$ cat config.mk
export PLATFORM = sky130hd
export DESIGN_NAME = xmem_async_seq
export DESIGN_NICKNAME = d
export VERILOG_FILES = /design/src/rtl/xmem_pkg.sv /design/src/rtl/xmem_phase_len.sv /design/src/rtl/xmem_phase_ctrl.sv /design/src/rtl/xmem_pin_drv.sv /design/src/rtl/xmem_async_seq.sv
export SDC_FILE = /design/constraint.sdc
export NUM_CORES = 1
export LEC_CHECK = 0
export ABC_AREA = 1
export BUFFER_PORTS_ARGS = -buffer_cell sky130_fd_sc_hd__buf_2
export CAP_MARGIN = 20
export CORE_MARGIN = 10
export CORE_UTILIZATION = 54
export DETAILED_ROUTE_END_ITERATION = 8
export PLACE_DENSITY_LB_ADDON = 0.08
export SLEW_MARGIN = 20
export SYNTH_ARGS = -nofsm -noshare
export SYNTH_HDL_FRONTEND = slang
export SYNTH_SLANG_ARGS = --single-unit
$ cat constraint.sdc
create_clock -name clk -period 6.6 [get_ports clk]
set_input_delay 0.33 -clock clk [delete_from_list [all_inputs] [get_ports clk]]
set_output_delay 0.33 -clock clk [all_outputs]
set_load 0.01 [all_outputs]
$ cat src/rtl/xmem_pkg.sv
package xmem_pkg;

    localparam int DQ_W  = 16;
    localparam int LANES = DQ_W / 8;
    localparam int TIM_W = 4;
    localparam int NSET  = 5;
    localparam int SET_W = NSET * TIM_W;
    localparam int NPH   = 7;

    typedef enum logic [2:0] {
        PH_IDLE = 3'd0,
        PH_LANE = 3'd1,
        PH_ASET = 3'd2,
        PH_AHLD = 3'd3,
        PH_DSET = 3'd4,
        PH_DHLD = 3'd5,
        PH_TURN = 3'd6
    } phase_e;

    typedef enum logic [1:0] {
        KIND_SRAM  = 2'd0,
        KIND_PSRAM = 2'd1,
        KIND_NOR   = 2'd2,
        KIND_RSVD  = 2'd3
    } kind_e;

    typedef logic [TIM_W-1:0] tim_t;

    // first member is the most significant field
    typedef struct packed {
        tim_t turn;
        tim_t dhld;
        tim_t dset;
        tim_t ahld;
        tim_t aset;
    } tim_set_t;

    typedef struct packed {
        tim_set_t             tim;
        tim_t                 lead;
        logic                 mux;
        logic                 wide;
        logic                 write;
        logic [LANES-1:0]     be;
    } txn_cfg_t;

    function automatic logic mux_allowed(kind_e k);
        return (k == KIND_PSRAM) || (k == KIND_NOR);
    endfunction

    function automatic logic [LANES-1:0] lane_mask(logic wide);
        logic [LANES-1:0] m;
        m = wide ? {LANES{1'b1}} : {{(LANES-1){1'b0}}, 1'b1};
        return m;
    endfunction

    function automatic logic [DQ_W-1:0] byte_mask(logic [LANES-1:0] l);
        logic [DQ_W-1:0] m;
        for (int i = 0; i < LANES; i++) m[i*8 +: 8] = {8{l[i]}};
        return m;
    endfunction

    // first phase after cur whose length is non-zero, idle when none left
    function automatic phase_e next_phase(phase_e cur, logic [NPH-1:0] live);
        phase_e r;
        r = PH_IDLE;
        for (int i = NPH - 1; i >= 1; i--) begin
            if (i > int'(cur) && live[i]) r = phase_e'(i);
        end
        return r;
    endfunction

endpackage

$ cat src/rtl/xmem_phase_len.sv
module xmem_phase_len
    import xmem_pkg::*;
(
    input  txn_cfg_t                     cfg,
    output logic [NPH-1:0][TIM_W-1:0]    len,
    output logic [NPH-1:0]               live
);

    always_comb begin
        len          = '0;
        len[PH_LANE] = cfg.lead;
        len[PH_ASET] = cfg.tim.aset;
        len[PH_AHLD] = cfg.mux ? cfg.tim.ahld : '0;
        len[PH_DSET] = (cfg.tim.dset == '0) ? TIM_W'(1) : cfg.tim.dset;
        len[PH_DHLD] = cfg.tim.dhld;
        len[PH_TURN] = cfg.tim.turn;
    end

    for (genvar g = 0; g < NPH; g++) begin : g_live
        assign live[g] = (len[g] != '0);
    end

endmodule

$ cat src/rtl/xmem_phase_ctrl.sv
module xmem_phase_ctrl
    import xmem_pkg::*;
(
    input  logic                         clk,
    input  logic                         rst,
    input  logic                         accept,
    input  logic                         wait_act,
    input  logic [NPH-1:0][TIM_W-1:0]    len,
    input  logic [NPH-1:0]               live,
    output phase_e                       phase,
    output logic                         dset_end
);

    tim_t   cnt;
    phase_e nxt;
    phase_e first;
    logic   stall;
    logic   ph_end;

    always_comb begin
        stall    = (phase == PH_DSET) && wait_act;
        ph_end   = (phase != PH_IDLE) && (cnt == TIM_W'(1)) && !stall;
        nxt      = next_phase(phase, live);
        first    = next_phase(PH_IDLE, live);
        dset_end = ph_end && (phase == PH_DSET);
    end

    always_ff @(posedge clk) begin
        if (rst) begin
            phase <= PH_IDLE;
            cnt   <= '0;
        end else if (phase == PH_IDLE) begin
            if (accept) begin
                phase <= first;
                cnt   <= len[first];
            end
        end else if (ph_end) begin
            phase <= nxt;
            cnt   <= len[nxt];
        end else if (!stall) begin
            cnt <= cnt - TIM_W'(1);
        end
    end

endmodule

$ cat src/rtl/xmem_pin_drv.sv
module xmem_pin_drv
    import xmem_pkg::*;
#(
    parameter int ADDR_W = 20
) (
    input  phase_e              phase,
    input  txn_cfg_t            cfg,
    input  logic [ADDR_W-1:0]   addr,
    input  logic [DQ_W-1:0]     wdata,
    output logic                mem_ce_n,
    output logic                mem_oe_n,
    output logic                mem_we_n,
    output logic                mem_adv_n,
    output logic [LANES-1:0]    mem_bl_n,
    output logic [ADDR_W-1:0]   mem_addr,
    output logic [DQ_W-1:0]     mem_dq_out,
    output logic                mem_dq_oe
);

    logic in_txn;
    logic ce_on;
    logic addr_on_dq;
    logic data_on_dq;
    logic [DQ_W-1:0] addr_lo;

    always_comb begin
        in_txn     = phase inside {PH_LANE, PH_ASET, PH_AHLD, PH_DSET, PH_DHLD};
        ce_on      = phase inside {PH_ASET, PH_AHLD, PH_DSET, PH_DHLD};
        addr_on_dq = cfg.mux && (phase inside {PH_ASET, PH_AHLD});
        data_on_dq = cfg.write && (phase inside {PH_DSET, PH_DHLD});
        addr_lo    = DQ_W'(addr);

        mem_ce_n   = !ce_on;
        mem_oe_n   = !((phase == PH_DSET) && !cfg.write);
        mem_we_n   = !((phase == PH_DSET) && cfg.write);
        mem_adv_n  = !(cfg.mux && (phase == PH_ASET));
        mem_bl_n   = in_txn ? ~(cfg.be & lane_mask(cfg.wide)) : {LANES{1'b1}};
        mem_addr   = in_txn ? addr : '0;
        mem_dq_oe  = addr_on_dq || data_on_dq;
        if (addr_on_dq)
            mem_dq_out = addr_lo;
        else if (data_on_dq)
            mem_dq_out = wdata & byte_mask(lane_mask(cfg.wide));
        else
            mem_dq_out = '0;
    end

endmodule

$ cat src/rtl/xmem_async_seq.sv
module xmem_async_seq
    import xmem_pkg::*;
#(
    parameter int ADDR_W = 20
) (
    input  logic                 clk,
    input  logic                 rst,
    input  logic                 req_valid,
    output logic                 req_ready,
    input  logic                 req_write,
    input  logic [ADDR_W-1:0]    req_addr,
    input  logic [15:0]          req_wdata,
    input  logic [1:0]           req_be,
    output logic                 rsp_done,
    output logic [15:0]          rsp_rdata,
    input  logic [19:0]          cfg_rd_tim,
    input  logic [19:0]          cfg_wr_tim,
    input  logic [3:0]           cfg_lane_lead,
    input  logic [1:0]           cfg_kind,
    input  logic                 cfg_mux,
    input  logic                 cfg_wide,
    input  logic                 cfg_wait_en,
    input  logic                 cfg_wait_high,
    output logic                 mem_ce_n,
    output logic                 mem_oe_n,
    output logic                 mem_we_n,
    output logic                 mem_adv_n,
    output logic [1:0]           mem_bl_n,
    output logic [ADDR_W-1:0]    mem_addr,
    output logic [15:0]          mem_dq_out,
    output logic                 mem_dq_oe,
    input  logic [15:0]          mem_dq_in,
    input  logic                 mem_wait
);

    txn_cfg_t                    in_cfg;
    txn_cfg_t                    held_cfg;
    txn_cfg_t                    eff_cfg;
    logic [ADDR_W-1:0]           held_addr;
    logic [DQ_W-1:0]             held_wdata;
    logic [NPH-1:0][TIM_W-1:0]   len;
    logic [NPH-1:0]              live;
    phase_e                      phase;
    logic                        dset_end;
    logic                        accept;
    logic                        wait_act;

    assign req_ready = (phase == PH_IDLE);
    assign accept    = req_valid && req_ready;
    assign wait_act  = cfg_wait_en && (mem_wait == cfg_wait_high);

    always_comb begin
        in_cfg.tim   = req_write ? tim_set_t'(cfg_wr_tim[SET_W-1:0])
                                 : tim_set_t'(cfg_rd_tim[SET_W-1:0]);
        in_cfg.lead  = cfg_lane_lead[TIM_W-1:0];
        in_cfg.mux   = cfg_mux && mux_allowed(kind_e'(cfg_kind));
        in_cfg.wide  = cfg_wide;
        in_cfg.write = req_write;
        in_cfg.be    = req_be[LANES-1:0];
        eff_cfg      = accept ? in_cfg : held_cfg;
    end

    always_ff @(posedge clk) begin
        if (rst) begin
            held_cfg   <= '0;
            held_addr  <= '0;
            held_wdata <= '0;
        end else if (accept) begin
            held_cfg   <= in_cfg;
            held_addr  <= req_addr;
            held_wdata <= req_wdata;
        end
    end

    xmem_phase_len u_len (
        .cfg  (eff_cfg),
        .len  (len),
        .live (live)
    );

    xmem_phase_ctrl u_ctrl (
        .clk      (clk),
        .rst      (rst),
        .accept   (accept),
        .wait_act (wait_act),
        .len      (len),
        .live     (live),
        .phase    (phase),
        .dset_end (dset_end)
    );

    xmem_pin_drv #(.ADDR_W(ADDR_W)) u_pins (
        .phase      (phase),
        .cfg        (held_cfg),
        .addr       (held_addr),
        .wdata      (held_wdata),
        .mem_ce_n   (mem_ce_n),
        .mem_oe_n   (mem_oe_n),
        .mem_we_n   (mem_we_n),
        .mem_adv_n  (mem_adv_n),
        .mem_bl_n   (mem_bl_n),
        .mem_addr   (mem_addr),
        .mem_dq_out (mem_dq_out),
        .mem_dq_oe  (mem_dq_oe)
    );

    always_ff @(posedge clk) begin
        if (rst) begin
            rsp_done  <= 1'b0;
            rsp_rdata <= '0;
        end else begin
            rsp_done <= dset_end;
            if (dset_end && !held_cfg.write)
                rsp_rdata <= mem_dq_in & byte_mask(lane_mask(held_cfg.wide));
        end
    end

endmodule

; ---- After elaboration in Yosys (flattened, before gate mapping)
; Index checks and enable logic that the tools add are counted.
[totals]
reg_bits = 89
input_bits = 109
out_inout_bits = 61
word_cells = 115
[classes]
n_addsub = 1
n_lt_le_gt_ge = 8
eq_ne = 11
mux = 32
bitwise = 4
reduce_logical = 43
[op_table]
columns = cell, n
row1 = 3-bit 2-to-1 mux, 15
row2 = 20-bit 2-to-1 mux, 2
row3 = 16-bit bitwise AND, 2
row4 = 16-bit 2-to-1 mux, 2
row5 = 4-bit 2-to-1 mux, 8
row6 = 29-bit 2-to-1 mux, 1
row7 = 4-bit nonzero test, 7
row8 = 4-bit binary-select mux with 3-bit select, 2
row9 = 1-bit logical AND, 19
row10 = "3-bit greater-than comparator, first input constant", 3
row11 = "3-bit by 4-bit < comparator with 1-bit output, second input constant", 2
row12 = "3-bit by 2-bit equality test with 1-bit output, second input constant", 2
row13 = "3-bit equality test, second input constant", 2
row14 = "2-bit by 3-bit greater-than comparator with 1-bit output, first input constant", 2
row15 = 1-bit logical NOT, 6
row16 = 2-bit nonzero test, 3
row17 = 5-bit nonzero test, 1
row18 = "4-bit by 1-bit equality test with 1-bit output, second input constant", 1
row19 = 4-bit logical NOT, 1
row20 = 2-bit 2-to-1 mux, 2
row21 = 2-bit AND reduction, 2
row22 = "4-bit by 1-bit subtractor with 4-bit output, second input constant", 1
row23 = "3-bit by 1-bit equality test with 1-bit output, second input constant", 1
row24 = "1-bit by 3-bit greater-than comparator with 1-bit output, first input constant", 1
row25 = 10 further kinds, 11

; ---- Logic depth before layout (Yosys ltp)
; Gate-level depths: netlist of run 1.
[depth]
ltp_word = 16
mapped_depth = 21
ltp_nobuf = 18

; ---- Cells and area by module
; From an unflattened synthesis of run 1, not the netlist that was laid out.
[unflattened]
cells_unflattened = 976
area_unflattened_um2 = 5831.8
[by_module_without_submodules]
columns = mod, n_inst, cells_each, area_each_um2, seq_area_each_um2
row1 = xmem_async_seq, 1, 566, 3696.0, 1641.6
row2 = xmem_phase_ctrl, 1, 229, 1237.4, 140.1
row3 = xmem_pin_drv, 1, 126, 606.8, 0.0
row4 = xmem_phase_len, 1, 55, 291.5, 0.0

; ---- Worst setup path before layout of run 1
; OpenSTA, ideal clock, no wires.
[synth_timing]
path_type = input port to flip-flop
startpoint = input req_write
endpoint = register u_ctrl.cnt[1]
setup_time_ps = 131
arrival_time_ps = 2055
required_time_ps = 6469
slack_ps = 4415
stages = 17
path_buffers = 2
cell_sequence = buf_2 inv_1 buf_2 nor2_1 o21ai_1 o21ai_1 nand4_2 nand2_2 nand2_1 nor2_1 nand2_2 a21oi_1 nand2_1 nand2_1 nand2_1 nand2_1 a21oi_2
[synth_between]
elab_chain_cells = 14
word_cells_on_any_way = 34
cone_classes = mux (23) / reduce/logical (11)
[synth_rtl]
columns = item, line
row1 = "start, declared", xmem_async_seq.sv:10  ; input logic req_write,
row2 = 20-bit 2-to-1 mux (*), xmem_async_seq.sv:53  ; in_cfg.tim = req_write ? tim_set_t'(cfg_wr_tim[SET_W-1:0])
row3 = 29-bit 2-to-1 mux (*), n/a
row4 = 4-bit logical NOT or 4-bit nonzero test (tied branches), "xmem_phase_len.sv:14, xmem_phase_len.sv:20"
row5 = 4-bit 2-to-1 mux or 1-bit logical AND (tied branches), "xmem_phase_len.sv:14, xmem_pkg.sv:68"
row6 = 4-bit nonzero test or 3-bit 2-to-1 mux (tied branches), "xmem_phase_len.sv:20, xmem_pkg.sv:68"
row7 = 1-bit logical AND or 3-bit 2-to-1 mux (tied branches), xmem_pkg.sv:68  ; if (i > int'(cur) && live[i]) r = phase_e'(i);
row8 = 3-bit 2-to-1 mux (4 in a row), xmem_pkg.sv:68
row9 = 4-bit binary-select mux with 3-bit select, xmem_phase_ctrl.sv:39  ; cnt <= len[nxt];
row10 = 4-bit 2-to-1 mux (not written as such), xmem_phase_ctrl.sv:39
row11 = 4-bit 2-to-1 mux, xmem_phase_ctrl.sv:37  ; end else if (ph_end) begin
row12 = 4-bit 2-to-1 mux (*), xmem_phase_ctrl.sv:32  ; end else if (phase == PH_IDLE) begin
row13 = "end signal, assigned", xmem_phase_ctrl.sv:35  ; cnt <= len[first];
row14 = "end signal, assigned", xmem_phase_ctrl.sv:39
row15 = "end signal, assigned", xmem_phase_ctrl.sv:41  ; cnt <= cnt - TIM_W'(1);
row16 = "end, declared", xmem_phase_ctrl.sv:14  ; tim_t cnt;
; Every way passes the cells marked *; elsewhere a longest branch is shown, timed or not. The select of a mux whose other input is x is not followed.
; A chain may end at the register's enable or synchronous reset.

; ---- Worst setup path in the final report of run 1
[layout_timing]
startpoint = register u_ctrl.phase[1]
endpoint = register u_ctrl.cnt[1]
[layout_between]
elab_chain_cells = 15
word_cells_on_any_way = 52
cone_classes = order compare (6) / eq/ne (3) / mux (22) / reduce/logical (21)
[layout_rtl]
columns = item, line
row1 = "start, declared", xmem_phase_ctrl.sv:10  ; output phase_e phase,
row2 = "start signal, assigned", xmem_phase_ctrl.sv:34  ; phase <= first;
row3 = "start signal, assigned", xmem_phase_ctrl.sv:38  ; phase <= nxt;
row4 = 3-bit logical NOT, "xmem_phase_ctrl.sv:32, xmem_async_seq.sv:48"
row5 = 1-bit logical AND, xmem_async_seq.sv:49  ; assign accept = req_valid && req_ready;
row6 = 29-bit 2-to-1 mux, n/a
row7 = 4-bit logical NOT or 4-bit nonzero test (tied branches), "xmem_phase_len.sv:14, xmem_phase_len.sv:20"
row8 = 4-bit 2-to-1 mux or 1-bit logical AND (tied branches), "xmem_phase_len.sv:14, xmem_pkg.sv:68"
row9 = 4-bit nonzero test or 3-bit 2-to-1 mux (tied branches), "xmem_phase_len.sv:20, xmem_pkg.sv:68"
row10 = 1-bit logical AND or 3-bit 2-to-1 mux (tied branches), xmem_pkg.sv:68
row11 = 3-bit 2-to-1 mux (4 in a row), xmem_pkg.sv:68
row12 = 4-bit binary-select mux with 3-bit select, xmem_phase_ctrl.sv:39
row13 = 4-bit 2-to-1 mux (not written as such), xmem_phase_ctrl.sv:39
row14 = 4-bit 2-to-1 mux, xmem_phase_ctrl.sv:37
row15 = 4-bit 2-to-1 mux, xmem_phase_ctrl.sv:32
; Several ways; a longest one is shown, not always the timed one. The select of a mux whose other input is x is not followed.

==> qor.yml, run 1 <==
status: "complete, no violations"
ys_ff_latch: 89
fin_crit_sh: 0.479
finalSetupViolCount: 0
final_util: 0.686
wl_um: 14000
synthToLayoutAreaGrowth_pct: 22.9
vias_per_cell: 5.16
numCtsBuffers: 9
core_sq_um: 8260
post_drt_wl_per_cell_um: 14.8
dpl_cell_area_sq_um: 5430
synth_area_leader_cell: "dfxtp_1"
n_antenna_cell: 0
grt_setup_unrepaired: "false"
dieArea_sq_um: 12600
overflow: 0
cp_cell_sequence: "nor2_4 -> nand3_4 -> inv_4 -> nand2_1 -> o21ai_1 -> nand4_2 -> nand2_2 -> nand2_1 -> nor2_1 -> nand2_2 -> a21oi_1 -> nand2_1 -> nand2_1 -> nand2_1 -> nand2_1 -> a21oi_2"
ios: 170
synthCells: 693
yosys-top-cells-area: "dfxtp_1 39%, nand2_1 12%, a21oi_1 7.5%"
clockBufferDepth: 2
die_h_um: 112
clock_skew_ns: 0.0126
ys_types: 35
grt_start_max_net_pins: 55
finalHoldViolCount: 0
start_kind: "flip-flop"
gp_congestion: 0.919
drive_gt1_frac: 0.259
cpMostUsedCell: "nand2_1"
final_area_sq_um: 5660
fillers: 760
yosysWarnings: 0
worst-setup-path-type: "reg2reg"
drt_iter0_markers: 399
period_minus_slack_ns: 3.16
antenna_left: 0
instances_no_fill: 948
io_buffers: 169
synthesis.nets: 804
hp-class: "in2reg"
p_per_area_nw_per_um2: 382
antenna_found_initial: 0
finalPower_uw: 2170
grt_pass1_vias: 4781
dp.cells: 932
ctsRootBufferMaster: "clkbuf_8"
track_usage: 0.211
post-cts-setup-buffers: 0
htreeDepth: 3
vias: 4891
crit_family: "simple AND/OR/NAND/NOR gates"
dr.pass1.iters: 5
synth_top_area_share: 0.387
fmax_mhz: 316
syn_area_sq_um: 4610
final_max_slew_viol_count: 0
rows: 33
critPathMaxFanout: 53
finalSetupTns_ns: 0
p_leak_uw: 0.00276
worstPathArrival_ns: 3.36
cpPeakStageDelay_ns: 0.44
yosysSeqAreaShare: 0.387
vdd_drop_max_v: 0.000177
cp-end-kind: "flip-flop"
synth_common_cells: "147 x nand2_1, 89 x dfxtp_1, 81 x nor2_1, 78 x inv_1, 69 x a21oi_1"
yosysMostFrequentCell: "nand2_1"
cts_tree: "built"
cp_num_buf_inv: 1
cpMaxStageDelayCell: "nand3_4"
worst_pin_slew_ns: 0.983
relSlewSlack: 0.344
drc: 0
initial_core_util: 0.558
grt_pass1_wl_um: 22800
ctsHoldBuffers: 0
synth_edf_count: 0
dpl.hpwl_um: 10700
path_clk_slew_ns: 0.09
cts_resized: 0
nets: 949
crit_required_ns: 6.80
ys.flop_type: "dfxtp_1"
maxCapViolCount: 0
avgSynthCellArea_sq_um: 6.65
synth-async-reset-ratio: 0
clock_latency_ns: 0.36
cts_sinks: 89
chipWidth_um: 112
placed cells by master, fill, tap and decap left out, drive strengths merged, types with 2 or more instances in the layout:
| cell type | count |
|---|---|
| nor2 | 85 |
| ha | 2 |
| dfxtp | 89 |
| nand3b | 2 |
| bufinv | 3 |
| a21oi | 73 |
| nand3 | 41 |
| o21ai | 82 |
| xor2 | 2 |
| clkbuf | 11 |
| buf | 172 |
| or2 | 2 |
| o211ai | 4 |
| nand2 | 158 |
| nor3 | 3 |
| clkinv | 3 |
| inv | 82 |
| o22ai | 16 |
| nand4 | 10 |
state kept, by name, indices dropped and copies added, names as in the netlist:
register      count
held_cfg         29
held_addr        20
held_wdata       16
rsp_rdata        16
u_ctrl.cnt        4
u_ctrl.phase      3
rsp_done          1
stage by stage:
stage          hold WS, ns  worst slack [ns]
3_5_place_dp         0.448              3.44
6_report             0.225              3.44
5_1_grt              0.228              3.04
3_3_place_gp         0.441              3.59
2_1_floorplan        0.430              4.41
4_1_cts              0.211              3.43
metal layers:
layer / global-route usage / share of wire / up-vias / wire [um]
li1: - / - / 2533 / -
met1: 0.261 / 0.44 / 2188 / 6140
met2: 0.360 / 0.49 / 153 / 6900
met3: 0.0485 / 0.055 / 17 / 772
met4: 0.0567 / 0.014 / 0 / 202
met5: 0 / 0 / - / 0
path summary, 6_finish.rpt:
kind                                      start       endpoint  slack, ns  cells after the start
worst max-delay path            u_ctrl.phase[1]  u_ctrl.cnt[1]       3.44                     16
worst min-delay path                  req_be[1]    held_cfg[1]       0.22                      3
worst max register to register  u_ctrl.phase[1]  u_ctrl.cnt[1]       3.44                     16
worst min register to register    held_wdata[9]  held_wdata[9]       0.46                      2
power by group:
group	total (uW)	switching (uW)	internal, uW
clock network	445	193	252
logic	992	678	315
registers	727	56.0	671
total	2160	927	1240
logic make-up after synthesis:
family,after synthesis,share of synthesized area
xor gates and xnor gates,2,0.00380
buffers and inverters,121,0.109
adders and majority gates,2,0.00543
DFF,89,0.387
AOI/OAI and AO/OA,176,0.205
and+or+nand+nor,303,0.290
area by class of cell:
class	count	area, sq um	share of cell area
inverter	83	314	0.0555
sequential	89	1780	0.315
clock buffer	11	131	0.0232
multi-input combinational	483	2330	0.412
clock inverter	5	104	0.0183
timing repair buffer	172	868	0.153
tap	105	131	0.0232
worst reg2reg max path: stages (launching register included):
cell     delay [ns]
dfxtp_1        0.40
nor2_4         0.17
nand3_4        0.44
inv_4          0.45
nand2_1        0.09
o21ai_1        0.22
nand4_2        0.26
nand2_2        0.16
nand2_1        0.08
nor2_1         0.17
nand2_2        0.14
a21oi_1        0.14
nand2_1        0.06
nand2_1        0.05
nand2_1        0.04
nand2_1        0.08
a21oi_2        0.05
No activity file was read; power rests on OpenSTA's default activity.
==> run 2, diff against run 1 <==
Settings changed: CORE_UTILIZATION 54 to 45.
Clock period 6.6 ns to 2.7 ns, I/O delays scaled along.
==> run 2 against run 1 <==
  * Die area increased by 16%
  * Wire length increased by 4.9%
  * Power up 150%
  * Via count grew 2.6%
  * Combinational power increased to 2.7 times the previous value
  * Clock skew fell by 0.0050 ns
  * Clock-buffer cell count unchanged
  * First-iteration DRC count is 21% lower
  * Sequential share of layout area shrank 0.91 points
  * Global-route usage down 1.8 points
  * Critical endpoint is now u_ctrl.cnt[3]
==> qor.yml, run 2 (synthesis results as in run 1) <==
antenna_found_initial: 0  # unchanged
clock_skew_ns: 0.00765  # was 0.0126 ns
cts_sinks: 89  # unchanged
critPathCapture: "u_ctrl.cnt[3]"  # was u_ctrl.cnt[1]
post_drt_wl_per_cell_um: 14.8  # about the same
worstPathArrival_ns: 2.84  # was 3.36 ns
io_buffers: 169  # unchanged
cp.depth: 13  # was 16
multi_input_area_sq_um: 2370  # was 2330 sq um
rows: 36  # was 33
finalSetupViolCount: 0  # unchanged
fillers: 980  # was 760
critPathMaxFanout: 14  # was 53
final_common_cell: "buf_2"  # unchanged
antenna_left: 0  # unchanged
fin_crit_sh: 0.937  # was 0.479
finalHoldViolCount: 0  # unchanged
final_cell_mix: "169 x buf_2, 146 x nand2_1, 89 x dfxtp_1"  # was 169 x buf_2, 147 x nand2_1, 89 x dfxtp_1
dieArea_sq_um: 14700  # was 12600 sq um
die_h_um: 121  # was 112 um
crit_start: "u_ctrl.phase[0]"  # was u_ctrl.phase[1]
overflow: 0  # unchanged
n_antenna_cell: 0  # unchanged
cpPeakStageDelay_ns: 0.37  # was 0.44 ns
clock_latency_ns: 0.37  # was 0.36 ns
cp_cell_sequence: "nor2_4 -> nand3_4 -> buf_4 -> or2_2 -> o21ai_2 -> nand4_4 -> buf_4 -> buf_4 -> nor2_1 -> nand2_1 -> o211ai_1 -> o21ai_0 -> a21oi_2"  # was nor2_4 -> nand3_4 -> inv_4 -> nand2_1 -> o21ai_1 -> nand4_2 -> nand2_2 -> nand2_1 -> nor2_1 -> nand2_2 -> a21oi_1 -> nand2_1 -> nand2_1 -> nand2_1 -> nand2_1 -> a21oi_2
finalPower_uw: 5370  # was 2170 uW
setup_ws_ns: 0.171  # was 3.44 ns
p_int_uw: 2990  # was 1240 uW
largest_reg_flops: 29  # unchanged
htreeDepth: 3  # unchanged
drive_gt1_frac: 0.279  # was 0.259
final_max_slew_viol_count: 0  # unchanged
worst-setup-path-type: "reg2reg"  # unchanged
cp-end-kind: "flip-flop"  # unchanged
crit_family: "simple AND/OR/NAND/NOR gates"  # unchanged
cpMostUsedCell: "buf_4"  # was nand2_1
p_leak_uw: 0.00282  # was 0.00276 uW
fmax_mhz: 395  # was 316 MHz
grt_pass1_vias: 4907  # was 4781
relSlewSlack: 0.308  # was 0.344
r2r_cells: 13  # was 16
wl_um: 14700  # was 14000 um
hp-class: "in2reg"  # unchanged
period_minus_slack_ns: 2.53  # was 3.16 ns
seqPwrFrac: 0.329  # was 0.336
worst_pin_slew_ns: 1.04  # was 0.983 ns
dpl.hpwl_um: 11200  # was 10700 um
grt_start_max_net_pins: 58  # was 55
ctsRootBufferMaster: "clkbuf_8"  # unchanged
clockPowerShare: 0.170  # was 0.206
gp_congestion: 0.891  # was 0.919
p_sw_uw: 2380  # was 927 uW
pre_cts_slack_ns: 0.119  # was 3.44 ns
seq_area_sq_um: 1780  # unchanged
final_util: 0.591  # was 0.686
p_per_area_nw_per_um2: 921  # was 382 nW/um^2
synthToLayoutAreaGrowth_pct: 26.6  # was 22.9%
clockBufferDepth: 2  # unchanged
vias: 5020  # was 4891
path_clk_slew_ns: 0.09  # about the same
grt_pass1_wl_um: 23400  # was 22800 um
vdd_drop_max_v: 0.000409  # was 0.000177 V
initial_core_util: 0.467  # was 0.558
cpMaxStageDelayCell: "dfxtp_1"  # was nand3_4
reg_top3: "held_cfg: 29 flops, held_addr: 20 flops"  # unchanged
drc: 0  # unchanged
reg2reg_slack_ns: 0.17  # was 3.44 ns
vias_per_cell: 5.06  # was 5.16
finalSetupTns_ns: 0  # unchanged
ios: 170  # unchanged
crit_required_ns: 3.01  # was 6.80 ns
core_sq_um: 9860  # was 8260 sq um
ctsHoldBuffers: 0  # unchanged
r2r_end: "u_ctrl.cnt[3]"  # was u_ctrl.cnt[1]
status: "complete, no violations"  # unchanged
grt_setup_unrepaired: "false"  # unchanged
nets: 967  # was 949
cts_tree: "built"  # unchanged
numCtsBuffers: 9  # unchanged
track_usage: 0.193  # was 0.211
start_kind: "flip-flop"  # unchanged
p_sw_frac: 0.444  # was 0.428
rr_startpoint: "u_ctrl.phase[0]"  # was u_ctrl.phase[1]
chipWidth_um: 121  # was 112 um
top_register: "held_cfg"  # unchanged
combPwrFrac: 0.501  # was 0.458
dr.pass1.iters: 5  # unchanged
drt_iter0_markers: 316  # was 399
maxCapViolCount: 0  # unchanged
cp_num_buf_inv: 3  # was 1
run 2: cell types whose count changed in the layout (fill, tap and decap cells not counted), sizes merged:
cell	previous run	this run
buf	172	190
bufinv	3	1
clkinv	3	1
clkinvlp	0	2
inv	82	83
run 2: tightest hold or removal path, stage by stage:
cell	delay, ns
buf_2	0.10
nand2_1	0.05
a21oi_1	0.05
run 2: power groups by stage:
| stage | clock network [uW] | logic [uW] | registers [uW] |
|---|---|---|---|
| after floorplan | 0 | 1920 | 1760 |
| after global placement | 0 | 2520 | 1790 |
| after detailed placement | 0 | 2550 | 1800 |
| after CTS | 930 | 2560 | 1770 |
| after global routing | 983 | 3030 | 1800 |
| final | 913 | 2690 | 1770 |
run 2: cell type report:
type / count / share of cell area
clock inverter: 4 / 0.00923
tap: 133 / 0.0285
inverter: 83 / 0.0547
timing repair buffer: 190 / 0.173
clock buffer: 11 / 0.0225
multi-input combinational: 483 / 0.407
sequential: 89 / 0.306
run 2: per-stage QoR:
stage	area (sq um)	hold WS, ns	std cells
after global routing	5830	0.0169	993
final	5830	0.0149	993
after CTS	5740	0.00285	987
after floorplan	4610	0.278	693
after detailed placement	5550	0.407	972
after global placement	5550	0.401	972
run 2: what timing repair did:
| item | CTS | global route |
|---|---|---|
| setup endpoints to repair | 0 | 19 |
| gates resized for setup | 0 | 15 |
| setup buffers | 0 | 6 |
run 2: worst min-delay path by stage:
stage               startpoint          end  cells after the start
global placement     req_be[0]  held_cfg[0]                      3
floorplan            req_be[0]  held_cfg[0]                      2
CTS                  req_be[1]  held_cfg[1]                      3
finish               req_be[1]  held_cfg[1]                      3
global route          cfg_wide  held_cfg[3]                      3
detailed placement   req_be[1]  held_cfg[1]                      3
run 2: metal layers:
metal | up-vias | GRT usage | part of all wire | routed length, um
met3 | 17 | 0.0423 | 0.063 | 929
met4 | 0 | 0.0760 | 0.013 | 188
met1 | 2275 | 0.230 | 0.43 | 6320
met2 | 154 | 0.330 | 0.49 | 7260
li1 | 2574 | - | - | -
met5 | - | 0 | 0 | 0
